**config.mk**
```make
export PLATFORM = sky130hd
export DESIGN_NAME = adc_cal_seq
export DESIGN_NICKNAME = d
export VERILOG_FILES = /design/src/rtl/adc_cal_pkg.sv /design/src/rtl/cal_mode_decode.sv /design/src/rtl/cal_period_counter.sv /design/src/rtl/cal_coef_regs.sv /design/src/rtl/adc_cal_seq.sv
export SDC_FILE = /design/constraint.sdc
export NUM_CORES = 1
export LEC_CHECK = 0
export ABC_AREA = 1
export CORE_MARGIN = 2
export CORE_UTILIZATION = 51
export DETAILED_ROUTE_END_ITERATION = 10
export PLACE_DENSITY = 0.8
export SLEW_MARGIN = 25
export SYNTH_ARGS = -nofsm -noshare
export SYNTH_HDL_FRONTEND = slang
export SYNTH_SLANG_ARGS = --single-unit
```
**constraint.sdc**
```tcl
create_clock -name clk -period 2.42 [get_ports clk]
set_input_delay 0.484 -clock clk [delete_from_list [all_inputs] [get_ports clk]]
set_output_delay 0.484 -clock clk [all_outputs]
set_load 0.03 [all_outputs]
```
**src/rtl/adc_cal_pkg.sv**
```systemverilog
package adc_cal_pkg;

    typedef enum logic [2:0] {
        ST_IDLE,
        ST_CONV,
        ST_OFFSET,
        ST_GAIN_LO,
        ST_GAIN_HI
    } seq_state_e;

    typedef enum logic [1:0] {
        SRC_EXT  = 2'b00,
        SRC_ZERO = 2'b01,
        SRC_REF  = 2'b10
    } src_e;

    localparam logic [2:0] CODE_IDLE = 3'b000;
    localparam logic [2:0] CODE_CONV = 3'b001;

endpackage

```
**src/rtl/cal_mode_decode.sv**
```systemverilog
module cal_mode_decode
    import adc_cal_pkg::*;
(
    input  logic [2:0] code,
    output logic       want_conv,
    output logic       want_cal,
    output logic       cal_gain,
    output logic       cal_system
);
    // Bit 2 marks calibration, bit 1 picks system over self,
    // bit 0 picks full-scale over zero-scale.
    always_comb begin
        want_conv  = (code == CODE_CONV);
        want_cal   = code[2];
        cal_gain   = code[0];
        cal_system = code[1];
    end
endmodule

```
**src/rtl/cal_period_counter.sv**
```systemverilog
module cal_period_counter #(
    parameter int CNT_W = 2
) (
    input  logic             clk,
    input  logic             rst_n,
    input  logic             clr,
    input  logic             tick,
    input  logic [CNT_W-1:0] limit,
    output logic             hit
);
    logic [CNT_W-1:0] cnt;

    assign hit = tick && !clr && (cnt == limit - CNT_W'(1));

    always_ff @(posedge clk or negedge rst_n) begin
        if (!rst_n) begin
            cnt <= '0;
        end else if (clr || hit) begin
            cnt <= '0;
        end else if (tick) begin
            cnt <= cnt + CNT_W'(1);
        end
    end
endmodule

```
**src/rtl/cal_coef_regs.sv**
```systemverilog
module cal_coef_regs #(
    parameter int          DW       = 16,
    parameter logic [DW-1:0] OFF_DEF  = '0,
    parameter logic [DW-1:0] GAIN_DEF = '0
) (
    input  logic          clk,
    input  logic          rst_n,
    input  logic          sw_open,
    input  logic          sw_wr_off,
    input  logic          sw_wr_gain,
    input  logic [DW-1:0] sw_data,
    input  logic          hw_wr_off,
    input  logic          hw_wr_gain,
    input  logic [DW-1:0] hw_data,
    output logic [DW-1:0] offset_q,
    output logic [DW-1:0] gain_q
);
    always_ff @(posedge clk or negedge rst_n) begin
        if (!rst_n) begin
            offset_q <= OFF_DEF;
        end else if (hw_wr_off) begin
            offset_q <= hw_data;
        end else if (sw_open && sw_wr_off) begin
            offset_q <= sw_data;
        end
    end

    always_ff @(posedge clk or negedge rst_n) begin
        if (!rst_n) begin
            gain_q <= GAIN_DEF;
        end else if (hw_wr_gain) begin
            gain_q <= hw_data;
        end else if (sw_open && sw_wr_gain) begin
            gain_q <= sw_data;
        end
    end
endmodule

```
**src/rtl/adc_cal_seq.sv**
```systemverilog
module adc_cal_seq
    import adc_cal_pkg::*;
#(
    parameter int            DW           = 16,
    parameter int            PER_CHOP_OFF = 3,
    parameter int            PER_CHOP_ON  = 2,
    parameter logic [DW-1:0] OFF_DEFAULT  = 16'h8000,
    parameter logic [DW-1:0] GAIN_DEFAULT = 16'h5555
) (
    input  logic          clk,
    input  logic          rst_n,
    input  logic          mode_wr,
    input  logic [2:0]    mode_wdata,
    input  logic          chop_en,
    input  logic          conv_done,
    input  logic [DW-1:0] conv_result,
    input  logic          coef_wr_off,
    input  logic          coef_wr_gain,
    input  logic [DW-1:0] coef_wdata,
    output logic [2:0]    mode_q,
    output logic [1:0]    src_sel,
    output logic          busy,
    output logic          cal_done,
    output logic [DW-1:0] offset_q,
    output logic [DW-1:0] gain_q
);
    localparam int PER_MAX = (PER_CHOP_OFF > PER_CHOP_ON) ? PER_CHOP_OFF : PER_CHOP_ON;
    localparam int CNT_W   = $clog2(PER_MAX + 1);

    seq_state_e state, state_nx;

    logic          want_conv, want_cal, dec_gain, dec_system;
    logic          cal_sys_q, chop_q;
    logic [DW-1:0] lo_result_q;
    logic          in_cal, tick, hit;
    logic [CNT_W-1:0] limit;
    logic          hw_wr_off, hw_wr_gain;
    logic [DW-1:0] hw_data;

    cal_mode_decode u_dec (
        .code       (mode_wdata),
        .want_conv  (want_conv),
        .want_cal   (want_cal),
        .cal_gain   (dec_gain),
        .cal_system (dec_system)
    );

    assign in_cal = (state == ST_OFFSET) || (state == ST_GAIN_LO) || (state == ST_GAIN_HI);
    assign tick   = conv_done && in_cal;
    assign limit  = chop_q ? CNT_W'(PER_CHOP_ON) : CNT_W'(PER_CHOP_OFF);

    cal_period_counter #(.CNT_W(CNT_W)) u_cnt (
        .clk   (clk),
        .rst_n (rst_n),
        .clr   (mode_wr),
        .tick  (tick),
        .limit (limit),
        .hit   (hit)
    );

    // Next-state logic
    always_comb begin
        state_nx = state;
        if (mode_wr) begin
            if (want_cal) begin
                state_nx = dec_gain ? ST_GAIN_LO : ST_OFFSET;
            end else if (want_conv) begin
                state_nx = ST_CONV;
            end else begin
                state_nx = ST_IDLE;
            end
        end else begin
            unique case (state)
                ST_IDLE:    state_nx = ST_IDLE;
                ST_CONV:    state_nx = ST_CONV;
                ST_OFFSET:  if (hit) state_nx = ST_IDLE;
                ST_GAIN_LO: if (hit) state_nx = ST_GAIN_HI;
                ST_GAIN_HI: if (hit) state_nx = ST_IDLE;
                default:    state_nx = ST_IDLE;
            endcase
        end
    end

    // State register
    always_ff @(posedge clk or negedge rst_n) begin
        if (!rst_n) begin
            state <= ST_IDLE;
        end else begin
            state <= state_nx;
        end
    end

    // Registered outputs and cycle context
    always_ff @(posedge clk or negedge rst_n) begin
        if (!rst_n) begin
            cal_done    <= 1'b0;
            cal_sys_q   <= 1'b0;
            chop_q      <= 1'b0;
            lo_result_q <= '0;
        end else begin
            cal_done <= hw_wr_off || hw_wr_gain;
            if (mode_wr && want_cal) begin
                cal_sys_q <= dec_system;
                chop_q    <= chop_en;
            end
            if (state == ST_GAIN_LO && hit) begin
                lo_result_q <= conv_result;
            end
        end
    end

    assign hw_wr_off  = (state == ST_OFFSET)  && hit;
    assign hw_wr_gain = (state == ST_GAIN_HI) && hit;
    assign hw_data    = hw_wr_gain ? (conv_result - lo_result_q) : conv_result;

    // Decoded outputs
    always_comb begin
        busy    = in_cal;
        mode_q  = CODE_IDLE;
        src_sel = SRC_EXT;
        unique case (state)
            ST_IDLE: begin
                mode_q = CODE_IDLE;
            end
            ST_CONV: begin
                mode_q = CODE_CONV;
            end
            ST_OFFSET: begin
                mode_q  = {1'b1, cal_sys_q, 1'b0};
                src_sel = cal_sys_q ? SRC_EXT : SRC_ZERO;
            end
            ST_GAIN_LO: begin
                mode_q  = {1'b1, cal_sys_q, 1'b1};
                src_sel = cal_sys_q ? SRC_EXT : SRC_ZERO;
            end
            ST_GAIN_HI: begin
                mode_q  = {1'b1, cal_sys_q, 1'b1};
                src_sel = cal_sys_q ? SRC_EXT : SRC_REF;
            end
            default: begin
                mode_q = CODE_IDLE;
            end
        endcase
    end

    cal_coef_regs #(
        .DW       (DW),
        .OFF_DEF  (OFF_DEFAULT),
        .GAIN_DEF (GAIN_DEFAULT)
    ) u_regs (
        .clk        (clk),
        .rst_n      (rst_n),
        .sw_open    (state == ST_IDLE),
        .sw_wr_off  (coef_wr_off),
        .sw_wr_gain (coef_wr_gain),
        .sw_data    (coef_wdata),
        .hw_wr_off  (hw_wr_off),
        .hw_wr_gain (hw_wr_gain),
        .hw_data    (hw_data),
        .offset_q   (offset_q),
        .gain_q     (gain_q)
    );
endmodule

```
=== Word-level counts from Yosys, hierarchy flattened ===
Cells that the tools add are included.

* Word-level logic and storage cells: 60
* Output and inout bits: 39
* Input bits: 42
* Register bits: 56

* $add $sub $neg: 3
* Reduce and logical (&&, ||, !) cells: 22
* Equal/unequal tests: 8
* Muxes and demuxes: 19

{| class="wikitable"
|+ Operators with widths
! kind !! count
|-
| 16-bit 2-to-1 mux || 5
|-
| 3-bit one-hot mux with 3 select lines || 2
|-
| 16-bit subtractor || 1
|-
| 3-bit 2-to-1 mux || 4
|-
| 1-bit logical AND || 9
|-
| 3-bit by 1-bit equality test with 1-bit output, second input constant || 2
|-
| 3-bit by 2-bit equality test with 1-bit output, second input constant || 2
|-
| 2-bit 2-to-1 mux || 3
|-
| 2-bit nonzero test || 3
|-
| 2-bit OR reduction || 3
|-
| 1-bit logical OR || 4
|-
| 1-bit 2-to-1 mux || 4
|-
| 2-bit one-hot mux with 2 select lines || 1
|-
| 3-bit equality test, second input constant || 1
|-
| 3-bit zero test || 1
|-
| 3-bit by 1-bit inequality test with 1-bit output, second input constant || 1
|-
| 3-bit inequality test, second input constant || 1
|-
| 2-bit by 1-bit adder with 2-bit output, second input constant || 1
|-
| 2-bit equality test || 1
|-
| 2-bit AND reduction || 1
|-
| 2-bit by 1-bit subtractor with 2-bit output, second input constant || 1
|-
| 1-bit zero test || 1
|}

=== Logic depth before layout (Yosys ltp) ===
Gate-level depths: netlist of the first run.

* Depth after elaboration: 9
* Mapped depth: 12

=== Modules after synthesis ===
Synthesis of the first run repeated with hierarchy kept, for this count alone.

* Cell total of the unflattened synthesis: 624
* Area, all modules: 4144.0 um^2

{| class="wikitable"
|+ Modules (own cells, without submodules)
! module !! cells an instance !! area each (um^2) !! instances
|-
| adc_cal_seq || 350 || 2200.9 || 1
|-
| cal_coef_regs || 244 || 1745.4 || 1
|-
| cal_period_counter || 24 || 161.4 || 1
|-
| cal_mode_decode || 6 || 36.3 || 1
|}

=== Least setup slack after synthesis of the first run ===
No wires, ideal clock.

* Path kind: input port to flip-flop
* Start: in conv_result[0]
* End: reg u_regs.gain_q[8]
* Path slack: 516 ps
* Stages on the path: 10
* Buffers on the path: 0
* Data arrival time: 1824 ps
* Library setup time: 80 ps
* Cell sequence: inv_1 ha_1 fa_1 inv_1 nand3_1 nand3_1 a21oi_1 or2_2 nand3_1 a21oi_1

* Word-level cells in the longest chain between the ends: 3

{| class="wikitable"
|+ Ends and longest elaborated chain
! element !! RTL line !! source
|-
| start: declaration || adc_cal_seq.sv:16 || <nowiki>input logic [DW-1:0] conv_result,</nowiki>
|-
| 16-bit subtractor || adc_cal_seq.sv:114 || <nowiki>assign hw_data = hw_wr_gain ? (conv_result - lo_result_q) : conv_result;</nowiki>
|-
| 16-bit 2-to-1 mux || adc_cal_seq.sv:114 ||
|-
| 16-bit 2-to-1 mux || cal_coef_regs.sv:31 || <nowiki>end else if (hw_wr_gain) begin</nowiki>
|-
| end signal: assignment || cal_coef_regs.sv:32 || <nowiki>gain_q <= hw_data;</nowiki>
|-
| end signal: assignment || cal_coef_regs.sv:34 || <nowiki>gain_q <= sw_data;</nowiki>
|-
| end: declaration || cal_coef_regs.sv:16 || <nowiki>output logic [DW-1:0] gain_q</nowiki>
|}

No other way between the ends.
A chain may end at the register's enable or synchronous reset.

=== Worst setup path in the final report of the first run ===
* Start: reg state[0]
* End: out mode_q[1]

* Word-level cells in the longest chain between the ends: 3

{| class="wikitable"
|+ Ends and longest elaborated chain
! element !! RTL line !! source
|-
| start: declaration || adc_cal_seq.sv:30 || <nowiki>seq_state_e state, state_nx;</nowiki>
|-
| start signal: assignment || adc_cal_seq.sv:89 || <nowiki>state <= state_nx;</nowiki>
|-
| 3-bit by 2-bit equality test with 1-bit output / 3-bit equality test (equally long branches) || adc_cal_seq.sv:121 || <nowiki>unique case (state)</nowiki>
|-
| 2-bit OR reduction (no source line) || n/a ||
|-
| 3-bit one-hot mux with 3 select lines * || adc_cal_seq.sv:121 ||
|-
| end: declaration || adc_cal_seq.sv:20 || <nowiki>output logic [2:0] mode_q,</nowiki>
|}

Every way passes the cells marked *; elsewhere a longest branch is shown, timed or not.

==> results.env, run 1 <==
CHIPWIDTH_UM=88.9
VIA_COUNT_OF_THE_FIRST_GLOBAL_ROUTING_PASS=3518
SEQCELLAREA_UM2=1410
PLACEMENT.IO_BUFFERS=80
FINALMAXSLEWVIOLATIONS=0
WIRELENGTH_MM=10.2
DRT_ITER0_DRCS=207
HOLDPATHSTAGES=2
DRT-VIAS-PER-INSTANCE=5.17
WORST_HOLD_PATH.ENDPOINT='u_regs.gain_q[6]'
DRC_ERRORS=0
STATUS='finished, final reports clean'
FINAL.SETUP.TNS_NS=0
POWER_PER_CELL_AREA_nW_PER_UM2=651
YOSYS_REGISTER_BITS=56
CRITICAL_PATH.MAX_STAGE_DELAY_NS=0.67
AREA_DELTA_SYNTH_FINAL_PCT=28.6
YS.WARNINGS.COUNT=0
SYNTHESIS.AREA_PER_INSTANCE_UM2=6.79
PATH_CLK_SLEW_NS=0.11
TOP_LEVEL_PORTS=81
HTREEDEPTH=2
PLACE.DETAILED.INSTANCES=710
DR_WL_MET3_UM=727
WORST_CLOCK_SKEW_NS=0.00829
PLACE_AREA_UM2=4610
ROUTEDLENGTHMET1_MM=4.61
MET2ROUTEDLENGTH_MM=4.80
TIMING.FMAX_MHz=425
LAYOUT.CELLS.NON_FILLER=719
POST_SYNTH_EDFFS=0
PLACE_CONGESTION=0.855
NUMCTSBUFFERS=5
DIE_AREA_UM2=7910
ANT_NETS=0
MIN-DELAY-PATH-CLASS='reg2reg'
HOLD_WC_STARTPOINT='u_regs.gain_q[6]'
TIMING.CRITICAL_PATH.MAX_DELAY_FAMILY='buffers and inverters'
LAYOUT_COMMONEST_CELL='sky130_fd_sc_hd__nand2_1'
POSTCTSSETUPREPAIRBUFS=0
WORST_HOLD_SLACK_NS=0.492
REPORTED_MAX_CAP_VIOLATION_COUNT=0
TMIN_FINAL_NS=2.35
FINAL.PERIOD_UTILIZATION_PCT=97.2
CLOCK-ROOT-BUFFER='sky130_fd_sc_hd__clkbuf_8'
LEAKAGEPOWER_uW=0.00250
CELLS_AFTER_SYNTH=542
TIGHTESTPINTRANSITION_NS=0.390
CRITPATHSLOWESTCELL='sky130_fd_sc_hd__clkdlybuf4s50_1'
DP_HPWL_MM=7.88
RSZ_0062_RAISED_AFTER_GLOBAL_ROUTING='no'
TRITONCTS='built'
DIODES=0
ASYNC_RESET_FF_SHARE_PCT=100
WORSTREG2REGEND='u_regs.gain_q[14]'
GRT_OVERFLOW_TOTAL=0
END_KIND='output pin'
SYN_NETS=600
FINAL.FILL_COUNT=605
MULTI_INPUT_AREA_UM2=1790
GRT_PASS1_WL_MM=16.8
INITIAL_UTILIZATION_PCT=53.6
SYNTH_CELL_TYPE_COUNT=28
FF2FF_SETUP_SLACK_NS=0.52
FIRST_PASS_ITERS=5
CRITICAL_PATH.MAX_FANOUT=4
GRT_MAX_DEGREE=50
CRIT_PATH_CELL_TRACE='inv_2, nand2_1, nor2_2, nor2_4, nor2_1, clkdlybuf4s50_1'
FINAL_AREA_UM2=4730
MOSTFREQUENTLAYOUTCELLS='sky130_fd_sc_hd__nand2_1, sky130_fd_sc_hd__inv_1, sky130_fd_sc_hd__clkdlybuf4s50_1, sky130_fd_sc_hd__dfrtp_1, sky130_fd_sc_hd__nor2_1'
MAX-CLOCK-PATH-BUFFERS=2
NUM_ROWS=30
WORST_IR_DROP_VDD_V=0.000469
DIE_H_UM=88.9
LAYOUT.NETS=680
CP.BUFFERS_INVERTERS=2
WORSTSKEWPAIRLATENCY_NS=0.32
REG2REGPATHDEPTH=10
SETUP-VIOLATIONS-FINAL=0
POSTSYNTH.TOPFLOPCELL='sky130_fd_sc_hd__dfrtp_1'
FINALHOLDVIOLCOUNT=0
SLEW_HEADROOM_PCT=74.0
REG2REG_FROM='lo_result_q[0]'
WORST-SETUP-PATH-TYPE='reg2out'
ANTENNA_FOUND_INITIAL=0
ROUTE.VIAS.TOTAL=3717
ROUTE.DETAILED.WL_PER_INST_UM=14.2
SYN-CELL-AREA_UM2=3680
SETUP.WORST_PATH.START_CLASS='register'
CORE_AREA_UM2=6870
MAXUSEDROUTINGLAYER='met4'
TRITONCTS_NUM_SINKS=56
FINALCOREUTILIZATION_PCT=68.9
CP.REQUIRED_NS=1.94
WORSTPATHARRIVAL_NS=1.87
LAYOUT-DRIVE-GT1-SHARE_PCT=6.42
TRACK_USAGE_PCT=27.6
SYNTH_SEQ_AREA_SHARE_PCT=38.4
power breakdown:
part | internal (uW) | switching (uW) | leakage [uW]
Combinational | 483 | 707 | 0.00174
Sequential | 1110 | 114 | 0.000694
Clock | 313 | 349 | 0.0000583
per-layer routing:
layer / global-route usage [%] / vias to the layer above
li1: - / 1833
met1: 39.0 / 1731
met2: 44.6 / 146
met3: 5.45 / 7
met4: 5.29 / 0
met5: 0 / -
tightest hold or removal path, cell delays in order, from the launching register on:
cell	delay, ns
sky130_fd_sc_hd__dfstp_2	0.40
sky130_fd_sc_hd__nand2_1	0.06
sky130_fd_sc_hd__nand2_1	0.05
cells by family after synthesis:
logic type      Yosys count  share of synthesized area (%)
compound gates           88                           12.1
xor+xnor                  5                           1.19
fa+ha+maj                16                           5.65
buf+inv                 124                           13.1
flops                    56                           38.4
simple gates            253                           29.6
layout make-up:
class                           instances  area share (%)
Tap cell                               96            2.54
Multi-Input combinational cell        362            37.7
Clock buffer                            5            1.45
Sequential cell                        56            29.9
Timing Repair Buffer                   90            18.9
Inverter                              107            8.49
Clock inverter                          3            1.00
worst max path at each step:
| stage | from | end | slack, ns | depth (start not counted) |
|---|---|---|---|---|
| 6_report | state[0] | mode_q[1] | 0.07 | 6 |
| 5_1_grt | state[0] | mode_q[1] | 0.004 | 6 |
| 4_1_cts | state[0] | mode_q[1] | 0.06 | 6 |
| 3_5_place_dp | conv_result[0] | u_regs.gain_q[14] | -0.09 | 12 |
| 3_3_place_gp | conv_result[0] | u_regs.gain_q[8] | -0.02 | 11 |
| 2_1_floorplan | conv_result[0] | u_regs.gain_q[8] | 0.52 | 10 |
through the flow:
stage | worst slack, ns | total power (uW)
after floorplan | 0.516 | 1920
after global placement | -0.0157 | 2400
after detailed placement | -0.0914 | 2420
after CTS | 0.0584 | 3090
after global routing | 0.00420 | 3250
final | 0.0680 | 3080
cell usage after synthesis (6+ instances only):
| master | n | area (um^2) |
|---|---|---|
| sky130_fd_sc_hd__a21oi_1 | 19 | 95.1 |
| sky130_fd_sc_hd__ha_1 | 15 | 188 |
| sky130_fd_sc_hd__dfrtp_1 | 47 | 1180 |
| sky130_fd_sc_hd__dfstp_2 | 9 | 236 |
| sky130_fd_sc_hd__o21ai_0 | 41 | 205 |
| sky130_fd_sc_hd__o21ai_1 | 27 | 135 |
| sky130_fd_sc_hd__nor2_1 | 45 | 169 |
| sky130_fd_sc_hd__inv_1 | 103 | 387 |
| sky130_fd_sc_hd__clkbuf_1 | 9 | 33.8 |
| sky130_fd_sc_hd__nand3_1 | 41 | 205 |
| sky130_fd_sc_hd__nand2_1 | 149 | 559 |
| sky130_fd_sc_hd__buf_2 | 6 | 30.0 |
registers in the layout, indices dropped and copies added, names as in the netlist:
| register | cells |
|---|---|
| lo_result_q | 16 |
| u_regs.gain_q | 16 |
| u_regs.offset_q | 16 |
| state | 3 |
| u_cnt.cnt | 2 |
| cal_done | 1 |
| cal_sys_q | 1 |
| chop_q | 1 |
repair_timing:
item	in CTS	in global routing
hold buffers	1	0
endpoints found under the hold margin	2	0
resized for setup	2	0
endpoints found under the setup margin	2	0
(Power assumes the default switching activity.)
==> run 2, diff against run 1 <==
- CORE_UTILIZATION: 51 -> 64
- DONT_BUFFER_PORTS: not set -> 1
- SETUP_SLACK_MARGIN: not set -> 0.3
==> run 2 against run 1 <==
Effect of this change: core utilization up 1.2 points; hold slack worse by 0.49 ns; critical endpoint unchanged; largest power group unchanged; sequential cell count unchanged; largest cell class unchanged.
==> results.env, run 2 (synthesis gave the netlist of run 1 again) <==
TMIN_FINAL_NS=2.00  # -0.352 ns
WORSTPATHARRIVAL_NS=1.52  # -0.35 ns
LARGESTREGISTERS='lo_result_q (16), u_regs.gain_q (16), u_regs.offset_q (16)'
SLEW_HEADROOM_PCT=58.2  # -16 points
WORSTSKEWPAIRLATENCY_NS=0.31  # about the same
GRT_MAX_DEGREE=50  # unchanged
STATUS='finished, final reports clean'
DRC_ERRORS=0  # unchanged
FIRST_PASS_ITERS=5  # unchanged
TRITONCTS_NUM_SINKS=56  # unchanged
GRT_OVERFLOW_TOTAL=0  # unchanged
LAYOUT_COMMONEST_CELL='sky130_fd_sc_hd__nand2_1'
NUM_ROWS=27  # -10%
TRACK_USAGE_PCT=30.7  # +3.1 points
WORST-SETUP-PATH-TYPE='reg2out'
PLACEMENT.IO_BUFFERS=0  # -100%
MAX-CLOCK-PATH-BUFFERS=2  # unchanged
REPORTED_MAX_CAP_VIOLATION_COUNT=0  # unchanged
ANTENNA_FOUND_INITIAL=0  # unchanged
INTPOWER_uW=1530  # -20%
END_KIND='output pin'
SETUP.WORST_PATH.START_CLASS='register'
TIGHTESTPINTRANSITION_NS=0.625  # +0.235 ns
P_COMB_SHARE_PCT=22.5  # -16 points
DRT_ITER0_DRCS=274  # +32%
TOP_LEVEL_PORTS=81  # unchanged
ROUTE.VIAS.TOTAL=3355  # -9.7%
RSZ_0062_RAISED_AFTER_GLOBAL_ROUTING='no'
GRT_PASS1_WL_MM=15.2  # -10%
CRITICAL_PATH.MAX_FANOUT=4  # unchanged
PATH_CLK_SLEW_NS=0.10  # about the same
CP.DEPTH=5  # -1
AREA_DELTA_SYNTH_FINAL_PCT=5.51
POWER_PER_CELL_AREA_nW_PER_UM2=671  # +3.0%
CP.BUFFERS_INVERTERS=1  # -1
ANT_NETS=0  # unchanged
MOSTFREQUENTLAYOUTCELLS='sky130_fd_sc_hd__nand2_1, sky130_fd_sc_hd__inv_1, sky130_fd_sc_hd__dfrtp_1, sky130_fd_sc_hd__nor2_1'
CLKPWRFRAC_PCT=19.9  # -1.6 points
DIE_H_UM=79.8  # -10%
CP.REQUIRED_NS=1.94  # about the same
CORE_AREA_UM2=5540  # -19%
MIN-DELAY-PATH-CLASS='in2async'
ROUTE.DETAILED.WL_PER_INST_UM=15.1  # +6.4%
FINAL.PERIOD_UTILIZATION_PCT=82.7  # -15 points
WORST_IR_DROP_VDD_V=0.000460  # -1.9%
NUMCTSBUFFERS=5  # unchanged
INITIAL_UTILIZATION_PCT=66.4  # +13 points
WIRELENGTH_MM=9.28  # -9.0%
LAYOUT.NETS=600  # -12%
SEQUENTIALPOWERSHARE_PCT=57.7  # +18 points
FINALHOLDVIOLCOUNT=0  # unchanged
TIMING.FMAX_MHz=500  # +18%
CRITPATHSLOWESTCELL='sky130_fd_sc_hd__nor2_1'
NETSWITCHINGFRACTION_PCT=41.2  # +3.2 points
DRT-VIAS-PER-INSTANCE=5.46  # +5.5%
CRITICAL_PATH.MAX_STAGE_DELAY_NS=0.43  # -0.24 ns
CLOCK-ROOT-BUFFER='sky130_fd_sc_hd__clkbuf_8'
LAYOUT-DRIVE-GT1-SHARE_PCT=7.37  # +0.95 points
WORST_CLOCK_SKEW_NS=0.00989  # +0.00159 ns
SWITCHING_POWER_SUMMED_OVER_ALL_NETS_uW=1070  # -8.4%
FINAL.SETUP.TNS_NS=0  # unchanged
CRIT_PATH_CELL_TRACE='inv_2, nand2_1, nor2_2, nor2_4, nor2_1'
HTREEDEPTH=2  # unchanged
REG2REGPATHDEPTH=9  # -1
VIA_COUNT_OF_THE_FIRST_GLOBAL_ROUTING_PASS=3205  # -8.9%
TRITONCTS='built'
PLACE_CONGESTION=0.924  # +8.1%
CHIPWIDTH_UM=79.8  # -10%
TIMING.CRITICAL_PATH.MAX_DELAY_FAMILY='simple AND/OR/NAND/NOR gates'
WORST_HOLD_SLACK_NS=0.00683  # -0.486 ns
SETUP-VIOLATIONS-FINAL=0  # unchanged
DIODES=0  # unchanged
FINALMAXSLEWVIOLATIONS=0  # unchanged
DIE_AREA_UM2=6370  # -19%
DP_HPWL_MM=7.05  # -11%
LEAKAGEPOWER_uW=0.00216  # -13%
[run 2: cell count changes in the layout (fill, tap and decap cells not counted), moves of 2 or more]
cell / delta
sky130_fd_sc_hd__nor2_2: +2
sky130_fd_sc_hd__clkdlybuf4s50_1: -77
sky130_fd_sc_hd__dlygate4sd2_1: -2
sky130_fd_sc_hd__nor2_1: -2
sky130_fd_sc_hd__buf_12: -2
[run 2: area by class of cell]
type                            count  area (um^2)
Fill cell                         494         1660
Clock inverter                      2         16.3
Sequential cell                    56         1410
Clock buffer                        6         72.6
Tap cell                           72         90.1
Inverter                          107          402
Multi-Input combinational cell    362         1790
Timing Repair Buffer               10         97.6
[run 2: per-stage QoR]
step / instances / total power [uW] / utilization, % / setup slack (ns) / area [um^2]
after floorplan: 542 / 1920 / - / 0.516 / 3680
after global placement: 602 / 2050 / 67.3 / 0.453 / 3730
after detailed placement: 602 / 2070 / 67.3 / 0.369 / 3730
after CTS: 612 / 2610 / 69.6 / 0.404 / 3860
after global routing: 615 / 2760 / 70.1 / 0.331 / 3880
final: 615 / 2600 / 70.1 / 0.420 / 3880
[run 2: worst register-to-register path, stage by stage (launching register included)]
cell and delay [ns]:
sky130_fd_sc_hd__dfrtp_1 0.41, sky130_fd_sc_hd__ha_1 0.21, sky130_fd_sc_hd__fa_1 0.39, sky130_fd_sc_hd__inv_1 0.11
sky130_fd_sc_hd__nand3_1 0.08, sky130_fd_sc_hd__nand3_1 0.12, sky130_fd_sc_hd__a21oi_1 0.10, sky130_fd_sc_hd__or2_2 0.28
sky130_fd_sc_hd__nand3_1 0.07, sky130_fd_sc_hd__a21oi_1 0.07
[run 2: worst paths after layout]
kind / startpoint / slack, ns / end
min in group clk: conv_result[11] / 0.34 / lo_result_q[11]
max in group asynchronous: rst_n / 1.41 / u_regs.offset_q[15]
hold / removal: rst_n / 0.007 / lo_result_q[7]
setup reg to reg: lo_result_q[0] / 0.50 / u_regs.gain_q[8]
setup / recovery: state[1] / 0.42 / mode_q[1]
hold reg to reg: lo_result_q[2] / 0.49 / lo_result_q[2]
[run 2: what timing repair did]
| action | in CTS | in global routing |
|---|---|---|
| buffers inserted | 0 | 3 |
| pin swaps | 0 | 1 |
| setup endpoints to repair | 1 | 11 |
| hold buffers | 2 | 0 |
| endpoints found under the hold margin | 47 | 0 |
| gates resized for setup | 1 | 1 |
[run 2: power by group through the flow]
stage,combinational (uW),sequential [uW],clock (uW)
after global placement,533,1520,0
after CTS,581,1500,533
after floorplan,449,1470,0
final,585,1500,517
after global routing,671,1520,567
after detailed placement,549,1520,0
[run 2: metal layers]
metal / up-vias / GRT usage, % / wire length [um]
met4: 0 / 8.98 / 229
met2: 161 / 47.8 / 4130
met1: 1503 / 41.3 / 3960
li1: 1667 / - / -
met5: - / 0 / 0
met3: 24 / 9.39 / 958
==> run 3, diff against run 2 <==
- clock period: 2.42 -> 1.93 ns (I/O delays scaled with it)
==> run 3 against run 2 <==
Effect of this change: combinational power is 76% higher; critical path depth grew 8; sequential power up 27%; routed wire length is 56% higher; the run now ends with negative hold slack left; design area up 25%; hold slack got worse by 0.27 ns; setup slack got worse by 0.39 ns; global-route usage up 3.6 points.
==> results.env, run 3 (synthesis gave the netlist of run 1 again) <==
DIE_AREA_UM2=6370  # unchanged
FIRST_PASS_ITERS=7  # +2
MIN-DELAY-PATH-CLASS='in2async'
MAX-CLOCK-PATH-BUFFERS=2  # unchanged
VIOLATIONS='negative hold slack'
REPORTED_MAX_CAP_VIOLATION_COUNT=0  # unchanged
ANTENNA_FOUND_INITIAL=0  # unchanged
LAYOUT_COMMONEST_CELL='sky130_fd_sc_hd__nand2_1'
WORST_PATH_MOST_REPEATED_CELL='sky130_fd_sc_hd__nand2_1'
CLOCK-ROOT-BUFFER='sky130_fd_sc_hd__clkbuf_8'
RSZ_0062_RAISED_AFTER_GLOBAL_ROUTING='yes'
GRT_PASS1_WL_MM=16.7  # +10%
CRIT_PATH_CELL_TRACE='inv_2, nand2_4, nor2_4, nor2_4, nor2_8, nand2_4, nor2_8, buf_12, clkbuf_16, nand3_1, nand2_1, nand2_1, nand2_1'
LAYOUT.CELLS.NON_FILLER=641  # +4.2%
TMIN_FINAL_NS=1.90
LEAKAGEPOWER_uW=0.00246  # +14%
CHIPWIDTH_UM=79.8  # unchanged
FINALCOREUTILIZATION_PCT=87.4  # +17 points
FINAL_CRITICAL_PATH_SETUP_SLACK_NS=0.0332  # -0.387 ns
ROUTE.DETAILED.WL_PER_INST_UM=22.6  # +50%
POWER_PER_CELL_AREA_nW_PER_UM2=757  # +13%
LARGESTREGISTERS='lo_result_q (16), u_regs.gain_q (16), u_regs.offset_q (16)'
WORST_CLOCK_SKEW_NS=0.0168  # +0.00692 ns
CRITPATHSLOWESTCELL='sky130_fd_sc_hd__dfrtp_1'
HTREEDEPTH=2  # unchanged
NETSWITCHINGFRACTION_PCT=44.2  # +3.0 points
VIA_COUNT_OF_THE_FIRST_GLOBAL_ROUTING_PASS=3459  # +7.9%
AREA_DELTA_SYNTH_FINAL_PCT=31.6
PLACEMENT.IO_BUFFERS=0  # unchanged
WIRELENGTH_MM=14.5  # +56%
CP.REQUIRED_NS=2.20  # +0.26 ns
MOSTFREQUENTLAYOUTCELLS='sky130_fd_sc_hd__nand2_1, sky130_fd_sc_hd__inv_1, sky130_fd_sc_hd__dfrtp_1, sky130_fd_sc_hd__nor2_1, sky130_fd_sc_hd__o21ai_1'
PLACE_CONGESTION=0.937  # +1.4%
FINAL.PERIOD_UTILIZATION_PCT=98.3
TRITONCTS_NUM_SINKS=56  # unchanged
TIGHTESTPINTRANSITION_NS=0.490  # -0.135 ns
INITIAL_UTILIZATION_PCT=66.4  # unchanged
TOP_LEVEL_PORTS=81  # unchanged
WORSTPATHARRIVAL_NS=2.17  # +0.65 ns
TRACK_USAGE_PCT=34.3  # +3.6 points
DRT_ITER0_DRCS=638  # +130%
SEQUENTIALPOWERSHARE_PCT=52.1  # -5.6 points
CRITICAL_PATH.MAX_FANOUT=6  # +2
WORST-SETUP-PATH-TYPE='reg2reg'
SWITCHING_POWER_SUMMED_OVER_ALL_NETS_uW=1620  # +51%
DIE_H_UM=79.8  # unchanged
TRITONCTS='built'
WORST_IR_DROP_VDD_V=0.000720  # +57%
GRT_MAX_DEGREE=57  # +14%
ROUTE.VIAS.TOTAL=4242  # +26%
STATUS='finished with violations'
ANT_NETS=0  # unchanged
DIODES=0  # unchanged
SETUP-VIOLATIONS-FINAL=0  # unchanged
POST-LAYOUT-TOTAL-POWER_uW=3670  # +41%
FINALMAXSLEWVIOLATIONS=0  # unchanged
DP_HPWL_MM=7.29  # +3.3%
CORE_AREA_UM2=5540  # unchanged
SETUP.WORST_PATH.START_CLASS='register'
WORSTSKEWPAIRLATENCY_NS=0.33  # +0.02 ns
SLEW_HEADROOM_PCT=67.3  # +9.1 points
WORST_HOLD_SLACK_NS=-0.261  # -0.267 ns
P_COMB_SHARE_PCT=28.0  # +5.5 points
INTPOWER_uW=2040  # +34%
LAYOUT.NETS=626  # +4.3%
DPL_WORST_SLACK_NS=0.155  # -0.213 ns
PLACE.DETAILED.INSTANCES=606  # +0.66%
NUMCTSBUFFERS=5  # unchanged
CRITICAL_PATH.MAX_STAGE_DELAY_NS=0.42  # about the same
DRC_ERRORS=0  # unchanged
NUM_ROWS=27  # unchanged
LAYOUT-DRIVE-GT1-SHARE_PCT=29.2  # +22 points
CLKPWRFRAC_PCT=19.9  # about the same
END_KIND='register'
DRT-VIAS-PER-INSTANCE=6.62  # +21%
GRT_OVERFLOW_TOTAL=0  # unchanged
PATH_CLK_SLEW_NS=0.12  # +0.02 ns
TIMING.FMAX_MHz=527
FINALHOLDVIOLCOUNT=56  # +56
-- run 3: cell types whose count changed in the layout (fill, tap and decap cells not counted), sizes merged --
cell	delta
clkbuf	+3
clkinvlp	-1
clkinv	+1
nand2	+2
buf	+20
inv	+2
dlygate4sd3	-1
-- run 3: per-stage QoR --
stage	TNS [ns]	hold WS, ns	area (um^2)
global placement	0	0.0920	3820
global route	-0.109	-0.271	4840
finish	0	-0.261	4840
CTS	0	-0.260	4330
detailed placement	0	0.0916	3820
floorplan	0	0.0904	3710
-- run 3: power by group through the flow --
stage	combinational (uW)	clock, uW	sequential, uW
floorplan	573	0	1840
global placement	677	0	1900
detailed placement	708	0	1900
CTS	812	708	1890
global route	1090	747	1920
finish	1030	729	1910
-- run 3: final timing paths --
path                                 start                end  slack (ns)  cells past startpoint
hold reg to reg             lo_result_q[8]     lo_result_q[8]        0.50                      2
max in group asynchronous            rst_n  u_regs.gain_q[14]        1.98                      0
setup / recovery                  state[1]   u_regs.gain_q[2]        0.03                     13
hold / removal                       rst_n   u_regs.gain_q[9]       -0.26                      0
min in group clk           conv_result[14]    lo_result_q[14]        0.22                      2
setup reg to reg                  state[1]   u_regs.gain_q[2]        0.03                     13
-- run 3: final cells by class --
| type | count | area (um^2) |
|---|---|---|
| fill | 264 | 701 |
| clock inverter | 3 | 25.0 |
| inverter | 107 | 422 |
| tap | 72 | 90.1 |
| timing repair buffer | 33 | 467 |
| multi-input combinational | 364 | 2350 |
| sequential | 56 | 1410 |
| clock buffer | 5 | 68.8 |
| timing repair inverter | 1 | 8.76 |
-- run 3: timing repair --
action,4_1_cts,5_1_grt
buffers inserted,9,6
endpoints found under the setup margin,37,55
endpoints found under the hold margin,56,56
pin swaps,20,27
resized for setup,64,86
cloned,4,8
-- run 3: critical path, delay by kind of cell, from the launching register on --
family                 cells  cell delay (ns)
buffers and inverters      3             0.43
DFF                        1             0.42
and+or+nand+nor           10             0.99
-- run 3: layer usage --
layer	up-vias	share of wire [%]	global-route usage [%]	wire length (um)
met3	121	15	6.79	2230
li1	1729	-	-	-
met2	453	45	55.3	6530
met5	-	0	0	0
met4	0	6.9	10.7	993
met1	1939	33	46.7	4730
